### src/rtl/flag_cfg_pkg.sv
package flag_cfg_pkg;

    localparam int SEL_W      = 3;
    localparam int BASE_ONES  = 3;

    typedef enum logic {
        PROG_LOCKED = 1'b0,
        PROG_SERIAL = 1'b1
    } prog_mode_e;

    typedef struct packed {
        logic load_n;
        logic sel_hi;
        logic sel_lo;
    } reset_sel_t;

    // Number of low-order ones in the default offset for a select code.
    function automatic int unsigned default_ones(input reset_sel_t s);
        return int'(s) + BASE_ONES;
    endfunction

    function automatic prog_mode_e mode_from_sel(input reset_sel_t s);
        return s.load_n ? PROG_LOCKED : PROG_SERIAL;
    endfunction

endpackage

### src/rtl/flag_cfg_defaults.sv
module flag_cfg_defaults
    import flag_cfg_pkg::*;
#(
    parameter int AW = 10
) (
    input  reset_sel_t      sel,
    output logic [AW-1:0]   dflt,
    output prog_mode_e      mode
);
    int unsigned ones;

    always_comb ones = default_ones(sel);

    for (genvar b = 0; b < AW; b++) begin : g_bit
        assign dflt[b] = (b < ones);
    end

    assign mode = mode_from_sel(sel);
endmodule

### src/rtl/flag_cfg_shifter.sv
module flag_cfg_shifter
    import flag_cfg_pkg::*;
#(
    parameter int AW = 10
) (
    input  logic            clk,
    input  logic            rst,
    input  logic [AW-1:0]   dflt,
    input  prog_mode_e      mode_in,
    input  logic            load_n,
    input  logic            ser_en_n,
    input  logic            ser_din,
    output logic [AW-1:0]   empty_q,
    output logic [AW-1:0]   full_q,
    output prog_mode_e      mode_q
);
    localparam int TOTAL = 2 * AW;
    localparam int CNT_W = $clog2(TOTAL);
    localparam int IDX_W = (AW > 1) ? $clog2(AW) : 1;
    localparam logic [CNT_W-1:0] LAST  = CNT_W'(TOTAL - 1);
    localparam logic [CNT_W-1:0] SPLIT = CNT_W'(AW);

    logic [CNT_W-1:0] pos;
    logic             in_full;
    logic [IDX_W-1:0] slot;
    logic             shift_en;

    always_comb begin
        in_full  = (pos >= SPLIT);
        slot     = in_full ? IDX_W'(pos - SPLIT) : IDX_W'(pos);
        shift_en = (mode_q == PROG_SERIAL) && !load_n && !ser_en_n;
    end

    always_ff @(posedge clk) begin
        if (rst) begin
            empty_q <= dflt;
            full_q  <= dflt;
            mode_q  <= mode_in;
            pos     <= '0;
        end else if (shift_en) begin
            if (in_full) full_q[slot]  <= ser_din;
            else         empty_q[slot] <= ser_din;
            pos <= (pos == LAST) ? '0 : pos + 1'b1;
        end
    end
endmodule

### src/rtl/flag_offset_cfg.sv
module flag_offset_cfg
    import flag_cfg_pkg::*;
#(
    parameter int AW = 10
) (
    input  logic            clk,
    input  logic            mrs,
    input  logic            prst,
    input  logic            sel_lo,
    input  logic            sel_hi,
    input  logic            load_n,
    input  logic            ser_en_n,
    input  logic            ser_din,
    output logic [AW-1:0]   empty_ofs,
    output logic [AW-1:0]   full_ofs,
    output logic            serial_mode
);
    reset_sel_t      sel;
    logic [AW-1:0]   dflt;
    prog_mode_e      mode_d, mode_q;

    assign sel = '{load_n: load_n, sel_hi: sel_hi, sel_lo: sel_lo};

    flag_cfg_defaults #(.AW(AW)) u_dflt (
        .sel  (sel),
        .dflt (dflt),
        .mode (mode_d)
    );

    flag_cfg_shifter #(.AW(AW)) u_shift (
        .clk      (clk),
        .rst      (mrs),
        .dflt     (dflt),
        .mode_in  (mode_d),
        .load_n   (load_n),
        .ser_en_n (ser_en_n),
        .ser_din  (ser_din),
        .empty_q  (empty_ofs),
        .full_q   (full_ofs),
        .mode_q   (mode_q)
    );

    assign serial_mode = (mode_q == PROG_SERIAL);
endmodule

### config.mk
export PLATFORM = sky130hd
export DESIGN_NAME = flag_offset_cfg
export DESIGN_NICKNAME = d
export VERILOG_FILES = /design/src/rtl/flag_cfg_pkg.sv /design/src/rtl/flag_cfg_defaults.sv /design/src/rtl/flag_cfg_shifter.sv /design/src/rtl/flag_offset_cfg.sv
export SDC_FILE = /design/constraint.sdc
export NUM_CORES = 1
export LEC_CHECK = 0
export BUFFER_PORTS_ARGS = -buffer_cell sky130_fd_sc_hd__buf_2
export CAP_MARGIN = 10
export CORE_MARGIN = 2
export CORE_UTILIZATION = 54
export CTS_CLUSTER_SIZE = 30
export DETAILED_ROUTE_END_ITERATION = 10
export PLACE_DENSITY = 0.82
export SLEW_MARGIN = 20
export SYNTH_ARGS = -nofsm -noshare
export SYNTH_HDL_FRONTEND = slang
export SYNTH_SLANG_ARGS = --single-unit
### constraint.sdc
create_clock -name clk -period 3.04 [get_ports clk]
set_input_delay 0.608 -clock clk [delete_from_list [all_inputs] [get_ports clk]]
set_output_delay 0.608 -clock clk [all_outputs]
set_load 0.05 [all_outputs]
# Word level (Yosys, flattened, before mapping)
# Index checks and enable logic that the tools add are counted.
dict set report word_totals {
  register_bits 26
  latchBits 0
  mem_bits_rw 0
  rom_bits 0
  inputBits 8
  output_inout_bits 21
  elab_cells 44
  memories 0
}
dict set report op_classes {
  n_addsub 3
  mul 0
  n_div 0
  magnitude_cmp 13
  eq_ne 2
  shifts 0
  mux 13
  bitwise_logic 0
  reduce_logical 9
}
# op n
set op_table {}
lappend op_table {{$lt A3 B32 Y1 const A} 4}
lappend op_table {{$lt A1 B32 Y1 const A} 2}
lappend op_table {{$lt A2 B32 Y1 const A} 2}
lappend op_table {{$lt A4 B32 Y1 const A} 2}
lappend op_table {{$mux W10} 6}
lappend op_table {{$bwmux W10} 2}
lappend op_table {{$add A5 B1 Y5 const B} 1}
lappend op_table {{$eq A5 B5 Y1 const B} 1}
lappend op_table {{$ge A5 B4 Y1 const B} 1}
lappend op_table {{$lt A4 B5 Y1 const B} 1}
lappend op_table {{$mux W5} 1}
lappend op_table {{$add A3 B2 Y4 const B} 1}
lappend op_table {{$demux W1 S4} 1}
lappend op_table {{$ge A4 B1 Y1 const B} 1}
lappend op_table {{$mux W4} 1}
lappend op_table {{$reduce_and A2 Y1} 2}
lappend op_table {{$reduce_bool A2 Y1} 2}
lappend op_table {{$sub A4 B4 Y4 const B} 1}
lappend op_table {{$logic_and A1 B1 Y1} 3}
lappend op_table {{$logic_not A1 Y1} 2}
lappend op_table {{$mux W1} 2}
lappend op_table {{$ne A2 B2 Y1 const B} 1}

# Logic depth before layout (Yosys ltp)
# Gate-level depths: netlist of the first run.
dict set report depth {
  ltp_word 10
  depth_mapped 8
  depth_no_buf 6
}

# Hierarchy
# A second synthesis of the first run with hierarchy kept.
dict set report hier_totals {
  cells_unflattened 164
  area_unflattened_um2 1677.9
}
# mod instances cells_per_inst area_each_um2 seq_area_each_um2
set by_module_without_submodules {}
lappend by_module_without_submodules {flag_cfg_shifter 1 136 1481.4 730.7}
lappend by_module_without_submodules {flag_cfg_defaults 1 28 196.4 0.0}

# Worst setup path before layout of the first run
# Ideal clock, no wire load.
dict set report synth_path {
  path_type {reg-to-reg}
  start {register u_shift.pos[1]}
  end {register u_shift.empty_q[3] (enable)}
  setup_ps 320
  arrival_ps 1976
  required_ps 2720
  slack_ps 744
  stages_incl_launch_ff 9
  n_path_buf 2
  period_less_slack_ps 2296
  path_cell_list {dfxtp_1 clkbuf_1 clkinv_1 ha_1 nand2_1 a211oi_1 a31oi_1 buf_2 o31ai_1}
}
dict set report synth_via {
  elab_chain_cells 3
}
# element line
set synth_lines {}
lappend synth_lines {{start, declared} flag_cfg_shifter.sv:23} ;# logic [CNT_W-1:0] pos;
lappend synth_lines {{start signal, assigned} flag_cfg_shifter.sv:43} ;# pos <= (pos == LAST) ? '0 : pos + 1'b1;
lappend synth_lines {{$ge A5 B4 Y1} flag_cfg_shifter.sv:29} ;# in_full = (pos >= SPLIT);
lappend synth_lines {{$ne A2 B2 Y1 (no line)} -}
lappend synth_lines {{$reduce_and A2 Y1 (no line)} -}
lappend synth_lines {{end signal, assigned} flag_cfg_shifter.sv:36} ;# empty_q <= dflt;
lappend synth_lines {{end signal, assigned by index} flag_cfg_shifter.sv:42} ;# else empty_q[slot] <= ser_din;
lappend synth_lines {{end, declared} flag_cfg_shifter.sv:13} ;# output logic [AW-1:0] empty_q,
# No other way between the ends.
# A chain may end at the register's enable or synchronous reset.

# Worst setup path after layout of the first run
dict set report layout_path {
  start {register u_shift.pos[1]}
  end {register u_shift.empty_q[1], data pin}
}
dict set report layout_via {
  elab_chain_cells 10
  word_cells_on_any_way 12
  classes_between {add/sub (1); order compare (3); mux (7); reduce/logical (1)}
}
# element line
set layout_lines {}
lappend layout_lines {{$sub A4 B4 Y4 or $ge A5 B4 Y1 (tied branches)} {flag_cfg_shifter.sv:30, flag_cfg_shifter.sv:29}}
lappend layout_lines {{$mux W4 (*)} flag_cfg_shifter.sv:30} ;# slot = in_full ? IDX_W'(pos - SPLIT) : IDX_W'(pos);
lappend layout_lines {{$lt A4 B5 Y1 (implied by the code) or $ge A4 B1 Y1 (tied branches)} flag_cfg_shifter.sv:42}
lappend layout_lines {{$logic_and A1 B1 Y1 (implied by the code)} flag_cfg_shifter.sv:42}
lappend layout_lines {{$mux W1 (implied by the code)} flag_cfg_shifter.sv:42}
lappend layout_lines {{$demux W1 S4 (*)} -}
lappend layout_lines {{$bwmux W10 (*)} flag_cfg_shifter.sv:42}
lappend layout_lines {{$mux W10 (*)} flag_cfg_shifter.sv:41} ;# if (in_full) full_q[slot] <= ser_din;
lappend layout_lines {{$mux W10 (*)} flag_cfg_shifter.sv:40} ;# end else if (shift_en) begin
lappend layout_lines {{$mux W10 (*)} flag_cfg_shifter.sv:35} ;# if (rst) begin
# Mark *: on every way between the ends. The rest lies on a longest branch, timed or not. The select of a mux whose other input is x is not followed.

==> impl_metrics.toml, run 1 <==
[status]
status = "finished clean"

[setup_path]
crit_type = "flip-flop to flip-flop"
crit_path_end_kind = "flip-flop"
setup.worst_path.start_class = "flip-flop"
worstPathArrival_ns = 2.61
r2r_cells = 6
crit_fanout = 12
required_ns = 3.05

[placement]
port_buffers = 27
gp_congestion = 0.8966
dp_hpwl_um = 2364
post_dp_cell_area_um2 = 1639

[global_routing]
overflow = 0
grt_pass1_wl_um = 5168
first_global_vias = 1140
track_usage = 0.2025
grt_antenna_before_repair = 0
grt_max_degree = 23

[sta]
slew_headroom = 0.3179
tns_ns = 0
fmax_mhz = 383.5
tightest_slew_ns = 1.018
setup_viol = 0
period_share = 0.8577
finalClockSkew_ns = 0.004379
period_needed_ns = 2.607
finalMaxSlewViolations = 0
rsz0062_at_grt = "no"
hold_viol_final = 0

[die]
fp.dieH_um = 57.30
rows = 19
start_util = 0.5611
dieArea_um2 = 3283
ios = 29
core_area_um2 = 2734
die_w_um = 57.30

[job]
cap_violations = 0

[min_path]
hold_path.class = "flip-flop to flip-flop"
hold_depth = 2

[clock_network]
clk_latency_ns = 0.32
cts-hold-fix-buffers = 0
root_buffer = "clkbuf_4"
clock-sinks = 26
clk_pin_slew_ns = 0.13
cts_tree = "yes"
post_cts_buffers = 0
cts_buffers = 3
htree_num_levels = 1
cts_resized = 0
clockBufferDepth = 2

[logic_synthesis]
syn-cell-area_um2 = 1534
async_flop_share = 0
syn_nets = 162
ys_top_cells_by_area = "edfxtp_1 41%, dfxtp_1 6.5%, o21ai_0 5.9%"
ys_types = 44
yosys.area.top_type_share = 0.4111
ys.flop_type = "edfxtp_1"
synthCells = 148
synth.avg_cell_area_um2 = 10.36
yosysSeqAreaShare = 0.4763
ys_ff_latch = 26
synth_area_leader_cell = "edfxtp_1"
yosys_warnings = 0
synth_edf_count = 21

[pwr]
design_power_total_w = 0.0007129
power.density_nw_per_um2 = 428.1
max-vdd-ir-drop_uv = 255.9
p_leak_nw = 0.6349

[drt]
drtAntennaViolNets = 0
wl_per_cell_um = 15.57
wl_um = 3130
drtPass1Iterations = 4
drcViolationCount = 0
routed_via_density = 6.184
vias = 1243
drtIter0Drc = 64

[final_layout]
antenna_cells = 0
area_growth_syn_to_layout_pct = 8.565
fin_nets = 185
final_util = 0.6092
drive_above_1_share = 0.2529
post-route-cell-area_um2 = 1665
-- worst paths after layout --
| path | startpoint | to | slack (ns) |
|---|---|---|---|
| setup / recovery | u_shift.pos[1] | u_shift.empty_q[1] | 0.43 |
| setup reg to reg | u_shift.pos[1] | u_shift.empty_q[1] | 0.43 |
| hold / removal | u_shift.pos[2] | u_shift.pos[4] | 0.59 |
| hold reg to reg | u_shift.pos[2] | u_shift.pos[4] | 0.59 |
-- state kept, by name, summed over array words and instances (netlist names) --
name	cells
u_shift.empty_q	10
u_shift.full_q	10
u_shift.pos	5
u_shift.mode_q	1
-- layer usage --
layer,routed length [um],GRT usage,part of all wire
met2,1609,0.3514,0.51
met4,48,0.08306,0.015
met1,1245,0.2563,0.40
met5,0,0,0
met3,226,0.02494,0.072
-- final cells by class --
class                   count  area [um^2]
clock buffers               4        26.28
fillers                   230         1069
inverters                   9        33.78
multi-input cells         101        678.2
flip-flops and latches     26        730.7
well taps                  31        38.79
repair buffers             30        157.7
-- logic make-up (layout without fill, tap and decap cells) --
logic type,Yosys count,in the layout,share of synthesized area
AOI/OAI and AO/OA,47,47,0.1990
and+or+nand+nor,43,43,0.1648
DFF,26,26,0.4763
buffers and inverters,21,43,0.08155
adders and majority gates,6,6,0.04894
xor gates and xnor gates,4,4,0.02284
muxes,1,1,0.006526
-- cell usage in the layout (no fill, tap or decap), types with 2 or more instances in the layout --
| cell | count |
|---|---|
| dfxtp_1 | 5 |
| xnor2_1 | 3 |
| nor2_1 | 10 |
| o21ai_2 | 3 |
| ha_1 | 6 |
| o31ai_1 | 7 |
| a21oi_1 | 5 |
| clkbuf_4 | 3 |
| a31oi_1 | 3 |
| o32ai_1 | 2 |
| buf_4 | 3 |
| nand3b_1 | 2 |
| nand2_1 | 5 |
| edfxtp_1 | 21 |
| o41ai_1 | 2 |
| inv_1 | 8 |
| nor2b_1 | 4 |
| nor3_1 | 5 |
| nand3_1 | 6 |
| o22ai_1 | 2 |
| buf_2 | 27 |
| o21ai_0 | 18 |
-- per-stage QoR --
stage | setup WS [ns] | hold slack (ns) | instances
after floorplan | 0.7436 | 0.5256 | 148
after global placement | 0.6208 | 0.5565 | 197
after detailed placement | 0.4776 | 0.5730 | 197
after CTS | 0.4659 | 0.5909 | 201
after global routing | 0.1891 | 0.6228 | 201
final | 0.4327 | 0.5947 | 201
-- synth_stat cells (all sizes together), types with 4 or more instances --
master,count
edfxtp,21
nor3,5
ha,6
nor2,10
o21ai,21
nor2b,4
dfxtp,5
nand2,5
a21oi,5
clkbuf,5
o31ai,7
inv,8
buf,6
nand3,6
-- power by group --
group	total [W]	internal (W)	switching [W]	leakage, nW
clock network	0.000149	0.0000513	0.0000978	0.0150
registers	0.000415	0.000409	0.00000657	0.249
logic	0.000149	0.0000357	0.000113	0.371
total	0.000713	0.000496	0.000217	0.635
-- critical path: stages (launching register included) --
cell,delay (ns)
dfxtp_1,0.37
clkinv_1,0.21
ha_1,0.43
nand2_1,0.09
a211oi_1,0.07
a31oi_1,0.76
o311ai_0,0.36
No activity file was read; power rests on OpenSTA's default activity.
==> run 2: changes to the inputs <==
CORE_UTILIZATION = 49   (was 54)
MAX_ROUTING_LAYER = met4   (was unset)
PLACE_DENSITY = 0.79   (was 0.82)
clock period = 2.3 ns   (was 3.04 ns; I/O delays follow)
==> run 2 against run 1 <==
Net effect: combinational power increased by 35%; clock power is 34% higher; sequential power is 32% higher; core utilization fell by 3.8 points; critical path depth stayed put; largest power group unchanged; wire length fell by 2.0%; setup slack lost 0.30 ns; flip-flop and latch count is the same; register-to-register slack worse by 0.30 ns; clock skew is 0.0039 ns higher.
==> impl_metrics.toml, run 2 (synthesis gave the netlist of run 1 again) <==
[sta]
fmax_mhz = 462.5
period_share = 0.9402
finalClockSkew_ns = 0.008266
period_needed_ns = 2.162
hold_viol_final = 0
finalMaxSlewViolations = 0
setup_viol = 0
rsz0062_at_grt = "no"
setup_slack_ns = 0.1376
slew_headroom = 0.5460
tightest_slew_ns = 0.6718
tns_ns = 0

[setup_path]
slowest_stage = "a221o_1"
crit_path_end_kind = "flip-flop"
crit_family = "compound AO/OA/AOI/OAI gates"
worstPathArrival_ns = 2.17
max_stage_delay_ns = 0.51
crit_top_cell = "inv_1"
required_ns = 2.31
reg2reg_slack_ns = 0.14
crit_fanout = 10
crit_chain = "inv_1 -> ha_1 -> inv_1 -> a221o_1 -> or2_1 -> o41ai_1"
crit_type = "flip-flop to flip-flop"
timing.critical_path.buf_inv = 2
r2r_cells = 6
worstSetupPathDepth = 6
setup.worst_path.start_class = "flip-flop"

[clock_network]
clk_pin_slew_ns = 0.14
post_cts_buffers = 0
cts_tree = "yes"
clockBufferDepth = 2
clk_latency_ns = 0.32
cts_buffers = 3
root_buffer = "clkbuf_4"
htree_num_levels = 1
clock-sinks = 26

[placement]
placed_cells = 205
pre_cts_slack_ns = 0.03542
port_buffers = 27
post_dp_cell_area_um2 = 1687
gp_congestion = 0.8807
dp_hpwl_um = 2399

[global_routing]
grt_antenna_before_repair = 0
grt_max_degree = 22
first_global_vias = 1150
grt_pass1_wl_um = 4954
overflow = 0
track_usage = 0.1898

[pwr]
p_leak_nw = 0.6651
max-vdd-ir-drop_uv = 208.6
design_power_total_w = 0.0009470
power.density_nw_per_um2 = 552.5

[min_path]
hold_depth = 2
hold_path.class = "input port to flip-flop"

[die]
die_w_um = 59.95
start_util = 0.5108
dieArea_um2 = 3594
ios = 29
rows = 20
core_area_um2 = 3003
fp.dieH_um = 59.95

[drt]
drtPass1Iterations = 5
wl_per_cell_um = 14.67
routed_via_density = 5.928
vias = 1239
wl_um = 3067
drcViolationCount = 0
drtAntennaViolNets = 0
drtIter0Drc = 40

[final_layout]
reg_top3 = "u_shift.empty_q: 10 flops, u_shift.full_q: 10 flops, u_shift.pos: 5 flops"
layoutNonFillerInstCount = 209
nFillCells = 278
final_common_cell = "buf_2"
antenna_cells = 0
fin_nets = 191
area_growth_syn_to_layout_pct = 11.75
post-route-cell-area_um2 = 1714
drive_above_1_share = 0.2841
final_cell_mix = "27 x buf_2, 21 x edfxtp_1, 18 x o21ai_0"

[job]
cap_violations = 0

[status]
status = "finished clean"
==> run 2: worst paths after layout <==
check	startpoint	endpoint
max	u_shift.pos[2]	u_shift.empty_q[2]
min	mrs	u_shift.pos[0]
max reg2reg	u_shift.pos[2]	u_shift.empty_q[2]
min reg2reg	u_shift.pos[2]	u_shift.pos[4]
==> run 2: final cells by class <==
class                   count  area [um^2]  area share
flip-flops and latches     26        732.0      0.4270
multi-input cells         101        678.2      0.3956
repair buffers             36        202.7      0.1182
well taps                  33        41.29     0.02409
inverters                   9        33.78     0.01971
clock buffers               3        22.52     0.01314
clock inverters             1        3.754    0.002190
==> run 2: report_power, final <==
part	switching [W]	total [W]	internal (W)
Sequential	0.00000660	0.000547	0.000540
Clock	0.000136	0.000200	0.0000636
Combinational	0.000151	0.000201	0.0000491
==> run 2: through the flow <==
| stage | hold slack [ns] | util |
|---|---|---|
| global route | 0.4708 | 0.5708 |
| finish | 0.4577 | 0.5708 |
| detailed placement | 0.5690 | 0.5617 |
| CTS | 0.4614 | 0.5704 |
| floorplan | 0.5256 | - |
| global placement | 0.5545 | 0.5617 |
==> run 2: routing by layer <==
layer	up-vias	global-route usage	part of all wire
met5	-	-	0
met4	0	0.06032	0.017
met3	7	0.03463	0.072
met2	51	0.3323	0.51
met1	572	0.2185	0.40
li1	609	-	-
==> run 2: repair_timing <==
item                       CTS  global route
hold buffers                 0             0
setup endpoints to repair    0             4
resized for setup            0             2
==> run 3: changes to the inputs <==
CORE_MARGIN = unset   (was 2)
RECOVER_POWER = 25   (was unset)
==> run 3 against run 2 <==
Net effect: the run now ends with DRC left; register-to-register slack about the same; global-route usage rose by 2.3 points; critical path depth unchanged; design area up 0.66%; combinational power hardly changed; die area down 6.6%; hold slack gained 0.091 ns; wire length grew 4.0%; critical path type unchanged; non-clock buffer count unchanged.
==> impl_metrics.toml, run 3 (synthesis gave the netlist of run 1 again) <==
[drt]
wl_um = 3189
wl_per_cell_um = 15.41
drcViolationCount = 2
wl_met1_um = 1367
wl_met2_um = 1606
drtIter0Drc = 54
drtAntennaViolNets = 0
routed_via_density = 5.932
vias = 1228
drtPass1Iterations = 7
routed.top_layer = "met4"
wl_met3_um = 169

[placement]
port_buffers = 27
gp_congestion = 0.9161
dp_hpwl_um = 2430

[setup_path]
worstPathArrival_ns = 2.15
r2r_cells = 6
crit_path_end_kind = "flip-flop"
crit_fanout = 6
setup.worst_path.start_class = "flip-flop"
reg2reg_slack_ns = 0.15
r2r_start = "u_shift.pos[1]"
required_ns = 2.30
r2r_end = "u_shift.empty_q[6]"
crit_type = "flip-flop to flip-flop"
slowest_stage = "a221o_1"
max_stage_delay_ns = 0.44
crit_chain = "clkinv_1 -> ha_2 -> inv_1 -> a221o_1 -> or2_1 -> o41ai_1"

[min_path]
hold_depth = 2
min_to = "u_shift.mode_q"
hp-start = "load_n"
hold_path.class = "input port to flip-flop"

[die]
ios = 29
core_area_um2 = 2853
start_util = 0.5377
rows = 19
fp.dieH_um = 57.95
die_w_um = 57.95
dieArea_um2 = 3358

[clock_network]
root_buffer = "clkbuf_4"
clockBufferDepth = 2
clk_pin_slew_ns = 0.14
cts_tree = "yes"
cts_buffers = 3
clk_latency_ns = 0.32
cts-hold-fix-buffers = 0
htree_num_levels = 1
clock-sinks = 26

[status]
status = "finished with violations"
violations = "DRC"

[sta]
setup_viol = 0
tightest_slew_ns = 0.5898
hold_viol_final = 0
period_share = 0.9353
fmax_mhz = 464.9
rsz0062_at_grt = "no"
finalMaxSlewViolations = 0
period_needed_ns = 2.151
tns_ns = 0
finalClockSkew_ns = 0.003570
slew_headroom = 0.6014

[pwr]
max-vdd-ir-drop_uv = 256.9
power.density_nw_per_um2 = 567.7
p_leak_nw = 0.6268

[global_routing]
grt_max_degree = 22
overflow = 0
grt_antenna_before_repair = 0
grt_pass1_wl_um = 5319
track_usage = 0.2131
first_global_vias = 1133

[final_layout]
reg_top3 = "u_shift.empty_q: 10 flops, u_shift.full_q: 10 flops, u_shift.pos: 5 flops"
final_common_cell = "edfxtp_1"
antenna_cells = 0
drive_above_1_share = 0.2159
final_cell_mix = "21 x edfxtp_1, 18 x o21ai_0, 17 x clkbuf_1"
fin_nets = 191
final_util = 0.6048
area_growth_syn_to_layout_pct = 12.48

[job]
cap_violations = 0
-- run 3: cell types whose count changed in the layout (fill, tap and decap cells not counted), sizes merged --
| cell | change |
|---|---|
| clkinv | -1 |
| buf | -17 |
| clkbuf | +18 |
-- run 3: worst max-delay path, delay by kind of cell, from the launching register on --
kind            cells  cell delay, ns
fa+ha+maj           1            0.22
flops               1            0.34
buf+inv             2            0.15
simple gates        1            0.32
compound gates      2            0.80
-- run 3: final cells by class --
| class | instances | area, um^2 |
|---|---|---|
| flip-flops and latches | 26 | 730.7 |
| well taps | 31 | 38.79 |
| fillers | 246 | 1127 |
| inverters | 9 | 33.78 |
| clock buffers | 4 | 36.28 |
| repair buffers | 36 | 181.4 |
| multi-input cells | 101 | 704.4 |
-- run 3: metrics by stage --
stage | cells | hold slack, ns | power [W] | cell area (um^2) | setup slack [ns]
global placement | 203 | 0.5864 | 0.0007535 | 1684 | 0.2168
floorplan | 148 | 0.5256 | 0.0007155 | 1534 | 0.003603
finish | 207 | 0.5483 | 0.0009795 | 1725 | 0.1488
CTS | 207 | 0.4598 | 0.0009824 | 1720 | 0.08206
global route | 207 | 0.5944 | 0.001013 | 1725 | 0.01739
detailed placement | 203 | 0.6025 | 0.0007593 | 1684 | 0.09685
-- run 3: how the worst max path moves through the flow --
stage	cells after the start	start	end
global route	6	u_shift.pos[1]	u_shift.empty_q[6]
detailed placement	6	u_shift.pos[1]	u_shift.full_q[1]
floorplan	8	u_shift.pos[1]	u_shift.empty_q[3]
CTS	6	u_shift.pos[1]	u_shift.full_q[1]
global placement	5	load_n	u_shift.empty_q[9]
finish	6	u_shift.pos[1]	u_shift.empty_q[6]
-- run 3: what timing repair did --
| item | CTS | global route |
|---|---|---|
| setup endpoints to repair | 0 | 8 |
| setup buffers | 0 | 0 |
| resized for setup | 0 | 6 |
-- run 3: per-layer routing --
metal  up-vias  track usage
met5         -            -
met4         0      0.08503
met3         4      0.02232
met2        48       0.3399
met1       572       0.2797
li1        604            -
-- run 3: power by group --
| group | total (W) | switching [W] | internal (W) |
|---|---|---|---|
| Clock | 0.000233 | 0.000137 | 0.0000967 |
| Combinational | 0.000198 | 0.000154 | 0.0000439 |
| Sequential | 0.000548 | 0.00000757 | 0.000540 |
| Total | 0.000979 | 0.000299 | 0.000681 |
